$ cat config.mk
export PLATFORM = sky130hd
export DESIGN_NAME = rf_token_shadow
export DESIGN_NICKNAME = d
export VERILOG_FILES = /design/src/rtl/rft_pkg.sv /design/src/rtl/rft_wr_receiver.sv /design/src/rtl/rft_cfg_mem.sv /design/src/rtl/rft_rd_sender.sv /design/src/rtl/rf_token_shadow.sv
export SDC_FILE = /design/constraint.sdc
export NUM_CORES = 1
export LEC_CHECK = 0
export CORE_MARGIN = 8
export CORE_UTILIZATION = 40
export CTS_CLUSTER_DIAMETER = 40
export DETAILED_ROUTE_END_ITERATION = 16
export PLACE_DENSITY = 0.69
export SYNTH_ARGS = -nofsm -noshare
export SYNTH_HDL_FRONTEND = slang
export SYNTH_HIERARCHICAL = 1
export SYNTH_SLANG_ARGS = --single-unit
export TNS_END_PERCENT = 5
$ cat constraint.sdc
create_clock -name clk_i -period 5.2 [get_ports clk_i]
set_input_delay 1.56 -clock clk_i [delete_from_list [all_inputs] [get_ports clk_i]]
set_output_delay 1.56 -clock clk_i [all_outputs]
set_load 0.02 [all_outputs]
$ cat src/rtl/rft_pkg.sv
package rft_pkg;

    localparam int RFT_NUM_WR    = 2;
    localparam int RFT_NUM_SRC   = 4;
    localparam int RFT_NUM_RD    = 2;
    localparam int RFT_NUM_DST   = 4;
    localparam int RFT_CFG_DEPTH = 8;

    typedef enum logic [1:0] {
        RX_IDLE     = 2'd0,
        RX_WRITE    = 2'd1,
        RX_SQUASH   = 2'd2,
        RX_CONFLICT = 2'd3
    } rx_kind_e;

    typedef struct packed {
        logic     en;
        logic     err;
        rx_kind_e kind;
    } rx_flags_t;

    function automatic rx_kind_e rx_classify(input int hits, input logic pred);
        if (hits == 0)
            return RX_IDLE;
        else if (hits > 1)
            return RX_CONFLICT;
        else if (pred)
            return RX_WRITE;
        else
            return RX_SQUASH;
    endfunction

    function automatic rx_flags_t rx_flags(input rx_kind_e kind);
        rx_flags_t f;
        f.kind = kind;
        f.en   = (kind == RX_WRITE);
        f.err  = (kind == RX_CONFLICT);
        return f;
    endfunction

endpackage

$ cat src/rtl/rft_wr_receiver.sv
module rft_wr_receiver
    import rft_pkg::*;
#(
    parameter  int NUM_SRC = RFT_NUM_SRC,
    localparam int SELW    = (NUM_SRC > 1) ? $clog2(NUM_SRC) : 1
) (
    input  logic               clk_i,
    input  logic               rst_i,
    input  logic [NUM_SRC-1:0] tok_vld_i,
    input  logic [NUM_SRC-1:0] tok_prd_i,
    output logic               wr_en_o,
    output logic [SELW-1:0]    wr_sel_o,
    output logic               wr_err_o
);

    logic [SELW-1:0] hit_idx;
    logic            hit_prd;
    rx_flags_t       flags;

    // Lowest asserted line wins the index search; conflicts are flagged below.
    always_comb begin
        hit_idx = '0;
        hit_prd = 1'b0;
        for (int i = NUM_SRC - 1; i >= 0; i--) begin
            if (tok_vld_i[i]) begin
                hit_idx = SELW'(i);
                hit_prd = tok_prd_i[i];
            end
        end
        flags = rx_flags(rx_classify($countones(tok_vld_i), hit_prd));
    end

    always_ff @(posedge clk_i) begin
        if (rst_i) begin
            wr_en_o  <= 1'b0;
            wr_sel_o <= '0;
            wr_err_o <= 1'b0;
        end else begin
            wr_en_o  <= flags.en;
            wr_sel_o <= flags.en ? hit_idx : '0;
            wr_err_o <= flags.err;
        end
    end

endmodule

$ cat src/rtl/rft_cfg_mem.sv
module rft_cfg_mem #(
    parameter  int DEPTH = 8,
    parameter  int ENTW  = 9,
    localparam int AW    = (DEPTH > 1) ? $clog2(DEPTH) : 1
) (
    input  logic            clk_i,
    input  logic            rst_i,
    input  logic            we_i,
    input  logic [AW-1:0]   waddr_i,
    input  logic [ENTW-1:0] wdata_i,
    input  logic [AW-1:0]   raddr_i,
    output logic [ENTW-1:0] rdata_o
);

    logic [ENTW-1:0] mem_q [DEPTH];

    always_ff @(posedge clk_i) begin
        if (rst_i) begin
            for (int e = 0; e < DEPTH; e++)
                mem_q[e] <= '0;
        end else if (we_i) begin
            mem_q[waddr_i] <= wdata_i;
        end
    end

    // Registered read: the entry for a slot appears one cycle later.
    always_ff @(posedge clk_i) begin
        if (rst_i)
            rdata_o <= '0;
        else
            rdata_o <= mem_q[raddr_i];
    end

endmodule

$ cat src/rtl/rft_rd_sender.sv
module rft_rd_sender #(
    parameter  int NUM_DST = 4,
    localparam int ENTW    = 1 + 2 * NUM_DST
) (
    input  logic               clk_i,
    input  logic               rst_i,
    input  logic [ENTW-1:0]    entry_i,
    input  logic               stage_i,
    output logic [NUM_DST-1:0] tok_vld_o,
    output logic [NUM_DST-1:0] tok_prd_o
);

    typedef struct packed {
        logic [NUM_DST-1:0] dst1;
        logic [NUM_DST-1:0] dst0;
        logic               gen;
    } entry_t;

    entry_t             ent;
    logic               stage_q;
    logic [NUM_DST-1:0] reach0;
    logic [NUM_DST-1:0] reach1;

    // Predicate is sampled alongside the memory read so both align.
    always_ff @(posedge clk_i) begin
        if (rst_i)
            stage_q <= 1'b0;
        else
            stage_q <= stage_i;
    end

    always_comb begin
        ent       = entry_t'(entry_i);
        reach0    = ($countones(ent.dst0) == 1) ? ent.dst0 : '0;
        reach1    = ($countones(ent.dst1) == 1) ? ent.dst1 : '0;
        tok_vld_o = ent.gen ? (reach0 | reach1) : '0;
        tok_prd_o = stage_q ? tok_vld_o : '0;
    end

endmodule

$ cat src/rtl/rf_token_shadow.sv
module rf_token_shadow
    import rft_pkg::*;
#(
    parameter  int NUM_WR    = RFT_NUM_WR,
    parameter  int NUM_SRC   = RFT_NUM_SRC,
    parameter  int NUM_RD    = RFT_NUM_RD,
    parameter  int NUM_DST   = RFT_NUM_DST,
    parameter  int CFG_DEPTH = RFT_CFG_DEPTH,
    localparam int SELW      = (NUM_SRC > 1) ? $clog2(NUM_SRC) : 1,
    localparam int AW        = (CFG_DEPTH > 1) ? $clog2(CFG_DEPTH) : 1,
    localparam int PW        = (NUM_RD > 1) ? $clog2(NUM_RD) : 1
) (
    input  logic                      clk_i,
    input  logic                      rst_i,
    input  logic [NUM_WR*NUM_SRC-1:0] wr_tok_vld_i,
    input  logic [NUM_WR*NUM_SRC-1:0] wr_tok_prd_i,
    output logic [NUM_WR-1:0]         wr_en_o,
    output logic [NUM_WR*SELW-1:0]    wr_sel_o,
    output logic [NUM_WR-1:0]         wr_err_o,
    input  logic                      cfg_we_i,
    input  logic [PW-1:0]             cfg_port_i,
    input  logic [AW-1:0]             cfg_addr_i,
    input  logic                      cfg_gen_i,
    input  logic [NUM_DST-1:0]        cfg_dst0_i,
    input  logic [NUM_DST-1:0]        cfg_dst1_i,
    input  logic [AW-1:0]             slot_i,
    input  logic [NUM_RD-1:0]         stage_i,
    output logic [NUM_RD*NUM_DST-1:0] rd_tok_vld_o,
    output logic [NUM_RD*NUM_DST-1:0] rd_tok_prd_o
);

    localparam int ENTW = 1 + 2 * NUM_DST;

    logic [ENTW-1:0] cfg_word;
    assign cfg_word = {cfg_dst1_i, cfg_dst0_i, cfg_gen_i};

    for (genvar w = 0; w < NUM_WR; w++) begin : g_rx
        rft_wr_receiver #(.NUM_SRC(NUM_SRC)) rx_i (
            .clk_i     (clk_i),
            .rst_i     (rst_i),
            .tok_vld_i (wr_tok_vld_i[w*NUM_SRC +: NUM_SRC]),
            .tok_prd_i (wr_tok_prd_i[w*NUM_SRC +: NUM_SRC]),
            .wr_en_o   (wr_en_o[w]),
            .wr_sel_o  (wr_sel_o[w*SELW +: SELW]),
            .wr_err_o  (wr_err_o[w])
        );
    end

    for (genvar r = 0; r < NUM_RD; r++) begin : g_tx
        logic            port_we;
        logic [ENTW-1:0] entry;

        assign port_we = cfg_we_i && (cfg_port_i == PW'(r));

        rft_cfg_mem #(.DEPTH(CFG_DEPTH), .ENTW(ENTW)) mem_i (
            .clk_i   (clk_i),
            .rst_i   (rst_i),
            .we_i    (port_we),
            .waddr_i (cfg_addr_i),
            .wdata_i (cfg_word),
            .raddr_i (slot_i),
            .rdata_o (entry)
        );

        rft_rd_sender #(.NUM_DST(NUM_DST)) tx_i (
            .clk_i     (clk_i),
            .rst_i     (rst_i),
            .entry_i   (entry),
            .stage_i   (stage_i[r]),
            .tok_vld_o (rd_tok_vld_o[r*NUM_DST +: NUM_DST]),
            .tok_prd_o (rd_tok_prd_o[r*NUM_DST +: NUM_DST])
        );
    end

endmodule

# Word level (Yosys, flattened, before mapping)
# Memory sizes are Yosys's and may differ from the RTL's. A register that Yosys moved wholly into a read port is not among the register bits.
# Cells that the tools add are included.
[word_totals]
word_cells = 97
output_inout_bits = 24
regBits = 10
inputBits = 37
mem_bits_rw = 144
mem_count = 2
[classes]
bitwise = 5
eq_ne = 8
n_addsub = 18
magnitude_cmp = 2
reduce_logical = 10
mux = 42
[mem_list]
columns = ["name", "depth", "width", "rd", "rd_clocked_by_memory_dff", "wr", "line", "rtl"]
rows = [
  ["g_tx[0].mem_i.mem_q", 8, 9, 1, 1, 8, "rft_cfg_mem.sv:15", "logic [ENTW-1:0] mem_q [DEPTH];"],
  ["g_tx[1].mem_i.mem_q", 8, 9, 1, 1, 8, "rft_cfg_mem.sv:15", ""],
]
[op_table]
columns = ["op", "count"]
rows = [
  ["32-bit adder", 6],
  ["32-bit by 2-bit == test with 1-bit output, second input constant", 4],
  ["32-bit by 2-bit greater-than comparator with 1-bit output, second input constant", 2],
  ["32-bit logical NOT", 2],
  ["4-bit two-way mux", 8],
  ["1-bit by 1-bit adder with 2-bit output", 12],
  ["1-bit two-way mux", 20],
  ["2-bit two-way mux", 10],
  ["9-bit two-way mux", 2],
  ["9-bit OR reduction", 2],
  ["4-bit bitwise OR", 2],
  ["4-bit OR reduction", 2],
  ["3-bit two-way mux", 2],
  ["3-bit OR reduction", 2],
  ["2-bit by 1-bit == test with 1-bit output, second input constant", 2],
  ["2-bit == test, second input constant", 2],
  ["1-bit NOT", 3],
  ["1-bit logical AND", 2],
]

# Depth between registers and ports, before layout
# Gate-level depths: netlist (run 1).
[depth]
word_depth = 10
depth_mapped = 9
depth_no_buf = 9

# Hierarchy
# The synthesis (run 1) kept the hierarchy.
[by_module_without_submodules]
columns = ["mod", "area_per_inst_um2", "cells_per_inst", "seq_area_each_um2", "instances"]
rows = [
  ["rft_cfg_mem", 3579.7, 217, 2342.2, 2],
  ["rft_wr_receiver", 284.0, 30, 80.1, 2],
  ["rft_rd_sender", 280.3, 33, 20.0, 2],
  ["rf_token_shadow", 16.3, 2, 0.0, 1],
]

# Worst setup path before layout (run 1)
# Ideal clock, no wire load.
[synth_timing]
path_type = "register -> output"
from = "register g_tx[0].mem_i.rdata_o[5] (read register of g_tx[0].mem_i.mem_q)"
to = "output rd_tok_prd_o[1]"
required_ns = 3.640
path_slack_ns = 1.501
stages_incl_launch_ff = 8
arrival_ns = 2.139
path_buffers = 0
cell_sequence = "dfxtp_1 > ha_1 > inv_1 > fa_1 > inv_1 > ha_1 > or4b_1 > a21oi_1"
[synth_between]
elab_chain_cells = 7
[synth_rtl]
columns = ["element", "line", "rtl"]
rows = [
  ["start: declaration", "rft_cfg_mem.sv:12", "output logic [ENTW-1:0] rdata_o"],
  ["1-bit by 1-bit adder with 2-bit output (implied by the code)", "rft_rd_sender.sv:35", "reach1 = ($countones(ent.dst1) == 1) ? ent.dst1 : '0;"],
  ["32-bit adder (implied by the code)", "rft_rd_sender.sv:35", ""],
  ["32-bit by 2-bit == test with 1-bit output", "rft_rd_sender.sv:35", ""],
  ["4-bit two-way mux", "rft_rd_sender.sv:35", ""],
  ["4-bit bitwise OR", "rft_rd_sender.sv:36", "tok_vld_o = ent.gen ? (reach0 | reach1) : '0;"],
  ["4-bit two-way mux", "rft_rd_sender.sv:36", ""],
  ["4-bit two-way mux", "rft_rd_sender.sv:37", "tok_prd_o = stage_q ? tok_vld_o : '0;"],
  ["end: declaration", "rf_token_shadow.sv:29", "output logic [NUM_RD*NUM_DST-1:0] rd_tok_prd_o"],
]
# Every way passes these cells.

# Worst setup path after layout (run 1)
[layout_timing]
from = "register g_tx[1].mem_i.rdata_o[6] (read register of g_tx[1].mem_i.mem_q)"
to = "output rd_tok_vld_o[4]"
[layout_between]
elab_chain_cells = 6
[layout_rtl]
columns = ["element", "line", "rtl"]
rows = [
  ["start: declaration", "rft_cfg_mem.sv:12", ""],
  ["1-bit by 1-bit adder with 2-bit output (implied by the code)", "rft_rd_sender.sv:35", ""],
  ["32-bit adder (implied by the code)", "rft_rd_sender.sv:35", ""],
  ["32-bit by 2-bit == test with 1-bit output", "rft_rd_sender.sv:35", ""],
  ["4-bit two-way mux", "rft_rd_sender.sv:35", ""],
  ["4-bit bitwise OR", "rft_rd_sender.sv:36", ""],
  ["4-bit two-way mux", "rft_rd_sender.sv:36", ""],
  ["end: declaration", "rf_token_shadow.sv:28", "output logic [NUM_RD*NUM_DST-1:0] rd_tok_vld_o,"],
]
# Every way passes these cells.

==> flow_metrics.py, run 1 <==
metrics = {
    "clock_tree": {
        "cts_buffer_depth": 2,
        "postCtsHoldBufs": 0,
        "cts_made_buffers": 17,
        "cts_tree": "built",
        "htree_levels": 4,
        "clkTransAtPathRegs_ns": 0.06,
        "clk_latency_ns": 0.42,
        "clock-sinks": 172,
        "clockRootBuffer": "clkbuf_16",
        "postCtsSetupRepairBufs": 0,
        "cts_resized": 0,
    },
    "floorplan": {
        "die_w_um": 160,
        "fp.dieH_um": 160,
        "initial_core_util_pct": 40.9,
        "die_area_um2": 25600,
        "core_region_area_um2": 20300,
        "io_pins": 61,
        "rows": 52,
    },
    "synth": {
        "yosys_most_used_dff": "edfxtp_1",
        "synthArstFlopShare_pct": 0,
        "synth.distinct_cells": 36,
        "synth_fp_nets": 621,
        "yosysWarnings": 6,
        "syn-instance-count": 562,
        "synth.avg_cell_area_um2": 14.8,
        "ys_seq_elements": 172,
        "synth-edff-count": 144,
        "synth_area_um2": 8300,
        "ys_seq_area_share_pct": 58.8,
    },
    "worst_setup_path": {
        "worstPathRequired_ns": 3.64,
        "path_buf_inv": 3,
        "reg2reg_to": "g_tx[0].mem_i/rdata_o[1]",
        "arrival_ns": 3.10,
        "r2r_setup_slack_ns": 3.83,
        "ff2ff_path_depth": 3,
        "crit_path_end_kind": "output pin",
        "start_kind": "register",
        "crit_path_max_fanout": 4,
        "rr_startpoint": "g_tx[0].mem_i/mem_q[3][1]",
        "critical_path.cell_chain": "ha_1 -> inv_1 -> fa_1 -> inv_1 -> ha_1 -> or4b_1 -> a21boi_1 -> clkdlybuf4s50_1",
        "worstSetupPathType": "register to output pin",
        "crit_slowest_cell": "clkdlybuf4s50_1",
        "cp_slowest_stage_delay_ns": 0.63,
        "path_delay_family": "adder cells",
    },
    "power_and_ir_drop": {
        "p_leak_nw": 3.59,
        "power_switching_mw": 0.698,
        "power-per-cell-area_nw_per_um2": 321,
        "clockPowerShare_pct": 37.9,
        "seqPwrFrac_pct": 51.3,
        "p_int_mw": 2.42,
        "pwr-share-comb_pct": 10.8,
        "total_power_mw": 3.12,
        "vdd_drop_max_mv": 0.178,
        "p_sw_share_pct": 22.4,
    },
    "place": {
        "gp_congestion": 0.831,
        "preCtsSetupSlack_ns": 0.941,
        "dpl.hpwl_um": 11600,
        "io_buffers": 60,
    },
    "global_route": {
        "grt_pass1_wl_um": 27400,
        "grt.total_usage_pct": 13.8,
        "grt_max_degree": 41,
        "grt-ovfl-total": 0,
        "antenna_found_initial": 0,
        "grt_pass1_vias": 4988,
    },
    "timing": {
        "slew_headroom_pct": 19.6,
        "setup_violations": 0,
        "worstMarginPinSlew_ns": 1.20,
        "period_share_pct": 89.6,
        "period_needed_ns": 4.66,
        "setup_tns_ns": 0,
        "hold_viol": 0,
        "rsz0062_at_grt": "false",
        "fin_ws_ns": 0.542,
        "timing.fmax_mhz": 215,
        "whs_ns": 0.688,
        "fin_worst_skew_ns": 0.00834,
        "slew_viol_final": 0,
    },
    "hold_path": {
        "holdPathStages": 3,
        "hp-class": "register to register",
        "min_to": "g_tx[0].mem_i/rdata_o[5]",
        "worstHoldStart": "g_tx[0].mem_i/mem_q[4][5]",
    },
    "cells_and_area": {
        "antennaDiodeCount": 0,
        "register_area_um2": 4880,
        "drive_gt1_share_pct": 13.1,
        "multi_input_area_um2": 3180,
        "fill_cells": 1758,
        "nNetsFinal": 693,
        "synthToLayoutAreaGrowth_pct": 17.0,
        "final_cell_mix": "144 x and2_1, 144 x edfxtp_1, 59 x clkdlybuf4s50_1",
    },
    "drt": {
        "drc": 0,
        "final_antenna_net_count": 0,
        "vias": 4710,
        "drt_iter0_drc": 391,
        "drtPass1Iterations": 5,
        "wirelength_um": 17400,
        "vias_per_cell": 5.14,
        "wire_per_inst_um": 19.0,
    },
    "run_status": {
        "status": "finished clean",
    },
    "job": {
        "cap_violations": 0,
    },
}
[flip-flops by register name, summed over array words and instances (netlist names)]
register / cells
g_rx.rx_i/wr_err_o: 2
g_rx.rx_i/wr_sel_o: 4
g_tx.mem_i/mem_q: 144
g_tx.tx_i/stage_q: 2
g_rx.rx_i/wr_en_o: 2
g_tx.mem_i/rdata_o: 18
[synthesized netlist by cell type, types with 4 or more instances]
cell	count	area (um2)
a21oi_1	14	70.1
mux2i_1	18	180
a21boi_1	8	60.1
and2_1	144	901
nor3b_1	4	30.0
ha_1	16	200
nor2_1	24	90.1
inv_1	30	113
mux4_2	16	360
or4b_1	16	160
buf_6	4	45.0
mux4_1	20	526
nand3b_1	4	30.0
or2_2	16	100
dfxtp_1	28	561
nand2b_1	4	25.0
nand2_1	8	30.0
buf_2	4	20.0
edfxtp_1	144	4320
nor2_4	6	67.6
fa_1	6	120
[routing by layer]
metal,track usage [%],vias to the layer above,wire length [um]
li1,-,2204,-
met1,17.5,2356,7920
met2,22.1,131,8080
met3,4.01,19,1170
met4,4.72,0,226
met5,0,-,0
[logic make-up (layout without fill, tap and decap cells)]
family | Yosys count | in the layout | share of synthesized area (%)
compound gates | 28 | 28 | 2.23
fa+ha+maj | 22 | 22 | 3.86
buf+inv | 44 | 129 | 2.89
flops | 172 | 172 | 58.8
mux | 54 | 54 | 12.8
simple gates | 242 | 242 | 19.4
[power by group through the flow]
stage | clock (mW) | combinational, mW | sequential [mW]
3_5_place_dp | 0 | 0.337 | 1.63
4_1_cts | 1.20 | 0.338 | 1.60
5_1_grt | 1.25 | 0.368 | 1.61
6_report | 1.18 | 0.336 | 1.60
2_1_floorplan | 0 | 0.210 | 1.62
3_3_place_gp | 0 | 0.325 | 1.62
[worst min-delay path: stages (launching register included)]
cell	delay [ns]
edfxtp_1	0.31
mux4_2	0.21
mux2i_1	0.06
nor2_1	0.07
[stage by stage]
stage	instances	utilization [%]	area (um2)
2_1_floorplan	562	-	8300
3_3_place_gp	885	45.1	9160
3_5_place_dp	885	45.1	9160
4_1_cts	917	47.9	9720
5_1_grt	917	47.9	9720
6_report	917	47.9	9720
[worst max path at each step]
stage,from,to,depth (start not counted)
floorplan,g_tx[0].mem_i/rdata_o[5],rd_tok_prd_o[1],7
global placement,g_tx[1].mem_i/rdata_o[5],rd_tok_vld_o[4],8
detailed placement,g_tx[1].mem_i/rdata_o[6],rd_tok_prd_o[4],8
CTS,g_tx[1].mem_i/rdata_o[6],rd_tok_prd_o[4],8
global route,g_tx[0].mem_i/rdata_o[3],rd_tok_vld_o[3],8
finish,g_tx[1].mem_i/rdata_o[6],rd_tok_vld_o[4],8
[area by class of cell]
class / count / area share, %
clock inverters: 5 / 0.309
repair buffers: 67 / 6.67
clock buffers: 27 / 5.40
well taps: 270 / 3.48
multi-input cells: 346 / 32.7
flip-flops and latches: 172 / 50.3
inverters: 30 / 1.16
No activity file was read; power rests on OpenSTA's default activity.
==> run 2, diff against run 1 <==
--- a/config.mk
+++ b/config.mk
@@ -5,9 +5,10 @@
 export SDC_FILE = /design/constraint.sdc
 export NUM_CORES = 1
 export LEC_CHECK = 0
-export CORE_MARGIN = 8
+export CORE_MARGIN = 2
 export CORE_UTILIZATION = 40
 export CTS_CLUSTER_DIAMETER = 40
+export CTS_CLUSTER_SIZE = 30
 export DETAILED_ROUTE_END_ITERATION = 16
 export PLACE_DENSITY = 0.69
 export SYNTH_ARGS = -nofsm -noshare
==> run 2 against run 1 <==
  * Setup slack got worse by 0.032 ns
  * Sequential power barely moved
  * Global-route usage rose by 2.2 points
  * Clock-buffer cell count fell by 10
  * Via count fell by 0.13%
  * Die area fell by 14%
  * First-iteration DRC count fell by 11%
  * Largest power group unchanged
==> flow_metrics.py, run 2 (synthesis results as in run 1) <==
metrics = {
    "run_status": {
        "status": "finished clean",
    },
    "clock_tree": {
        "cts_made_buffers": 17,
        "postCtsHoldBufs": 0,
        "cts_tree": "built",
        "cts_resized": 0,
        "postCtsSetupRepairBufs": 0,
        "clkTransAtPathRegs_ns": 0.06,
        "cts_buffer_depth": 2,
        "clk_latency_ns": 0.43,
        "clock-sinks": 172,
        "htree_levels": 4,
        "clockRootBuffer": "clkbuf_16",
    },
    "worst_setup_path": {
        "crit_path_end_kind": "output pin",
        "start_kind": "register",
        "crit_path_max_fanout": 4,
        "arrival_ns": 3.13,
        "worstSetupPathType": "register to output pin",
        "worstPathRequired_ns": 3.64,
    },
    "place": {
        "gp_congestion": 0.811,
        "place_inst": 883,
        "place_area_um2": 9150,
        "dpl.hpwl_um": 11000,
        "io_buffers": 60,
    },
    "power_and_ir_drop": {
        "power-per-cell-area_nw_per_um2": 333,
        "vdd_drop_max_mv": 0.222,
        "p_leak_nw": 3.59,
    },
    "floorplan": {
        "die_area_um2": 21900,
        "io_pins": 61,
        "die_w_um": 148,
        "initial_core_util_pct": 40.9,
        "fp.dieH_um": 148,
        "core_region_area_um2": 20300,
        "rows": 52,
    },
    "timing": {
        "setup_violations": 0,
        "slew_headroom_pct": 20.6,
        "timing.fmax_mhz": 213,
        "hold_viol": 0,
        "setup_tns_ns": 0,
        "worstMarginPinSlew_ns": 1.19,
        "fin_worst_skew_ns": 0.00706,
        "period_needed_ns": 4.69,
        "slew_viol_final": 0,
        "period_share_pct": 90.2,
        "rsz0062_at_grt": "false",
    },
    "cells_and_area": {
        "antennaDiodeCount": 0,
        "largest_reg_flops": 144,
        "top_regs": "g_tx.mem_i/mem_q x144, g_tx.mem_i/rdata_o x18, g_rx.rx_i/wr_sel_o x4",
        "synthToLayoutAreaGrowth_pct": 17.7,
        "drive_gt1_share_pct": 13.5,
        "multi_input_area_um2": 3180,
        "nNetsFinal": 691,
        "regMostFlops": "g_tx.mem_i/mem_q",
        "fin_area_um2": 9770,
        "final_cell_mix": "144 x and2_1, 144 x edfxtp_1, 59 x clkdlybuf4s50_1",
        "register_area_um2": 4880,
        "fill_cells": 1748,
        "fin_cells": 915,
    },
    "global_route": {
        "grt_pass1_wl_um": 26200,
        "grt-ovfl-total": 0,
        "antenna_found_initial": 0,
        "grt_max_degree": 37,
        "grt.total_usage_pct": 16.0,
        "grt_pass1_vias": 4832,
    },
    "drt": {
        "wire_per_inst_um": 18.4,
        "drtPass1Iterations": 7,
        "vias_per_cell": 5.14,
        "drc": 0,
        "drt_iter0_drc": 349,
        "vias": 4704,
        "final_antenna_net_count": 0,
        "wirelength_um": 16800,
    },
    "job": {
        "cap_violations": 0,
    },
    "hold_path": {
        "hp-class": "register to register",
    },
}
-- run 2: per-layer routing --
layer  GRT usage (%)  routed length, um  up-vias
li1                -                  -     2204
met3            3.59               1030       26
met2            25.9               7990      151
met4            6.14                322        0
met5               0                  0        -
met1            21.2               7480     2323
-- run 2: area by class of cell --
class / count / area share (%)
inverter: 30 / 1.15
timing repair buffer: 65 / 6.48
clock buffer: 17 / 4.35
clock inverter: 15 / 2.02
sequential: 172 / 50.0
tap: 270 / 3.46
multi-input combinational: 346 / 32.5
-- run 2: where the power goes --
group	leakage [nW]	total, mW	switching [mW]	internal (mW)
clock network	0.289	1.32	0.521	0.802
registers	1.61	1.60	0.0240	1.57
logic	1.70	0.333	0.180	0.153
total	3.59	3.25	0.724	2.53
-- run 2: worst paths after layout --
check | from | endpoint | slack (ns) | depth (start not counted)
worst max register to register | g_tx[0].mem_i/mem_q[3][0] | g_tx[0].mem_i/rdata_o[0] | 3.83 | 3
worst min register to register | g_tx[0].mem_i/mem_q[4][5] | g_tx[0].mem_i/rdata_o[5] | 0.70 | 3
worst min-delay path | g_tx[0].mem_i/mem_q[4][5] | g_tx[0].mem_i/rdata_o[5] | 0.70 | 3
worst max-delay path | g_tx[0].mem_i/rdata_o[5] | rd_tok_vld_o[0] | 0.51 | 8
-- run 2: critical path, cell delays in order, from the launching register on --
cell	delay (ns)
dfxtp_1	0.31
ha_1	0.27
inv_1	0.04
fa_1	0.35
inv_1	0.07
ha_1	0.25
or4b_1	0.59
a21boi_1	0.20
clkdlybuf4s50_1	0.63
-- run 2: stage by stage --
step | hold slack (ns) | total power, mW | worst slack [ns] | utilization (%)
global placement | 0.680 | 1.94 | 1.06 | 45.1
finish | 0.697 | 3.25 | 0.510 | 48.1
global route | 0.740 | 3.37 | 0.398 | 48.1
floorplan | 0.646 | 1.83 | 1.50 | -
detailed placement | 0.682 | 1.96 | 0.960 | 45.1
CTS | 0.700 | 3.28 | 0.495 | 48.1
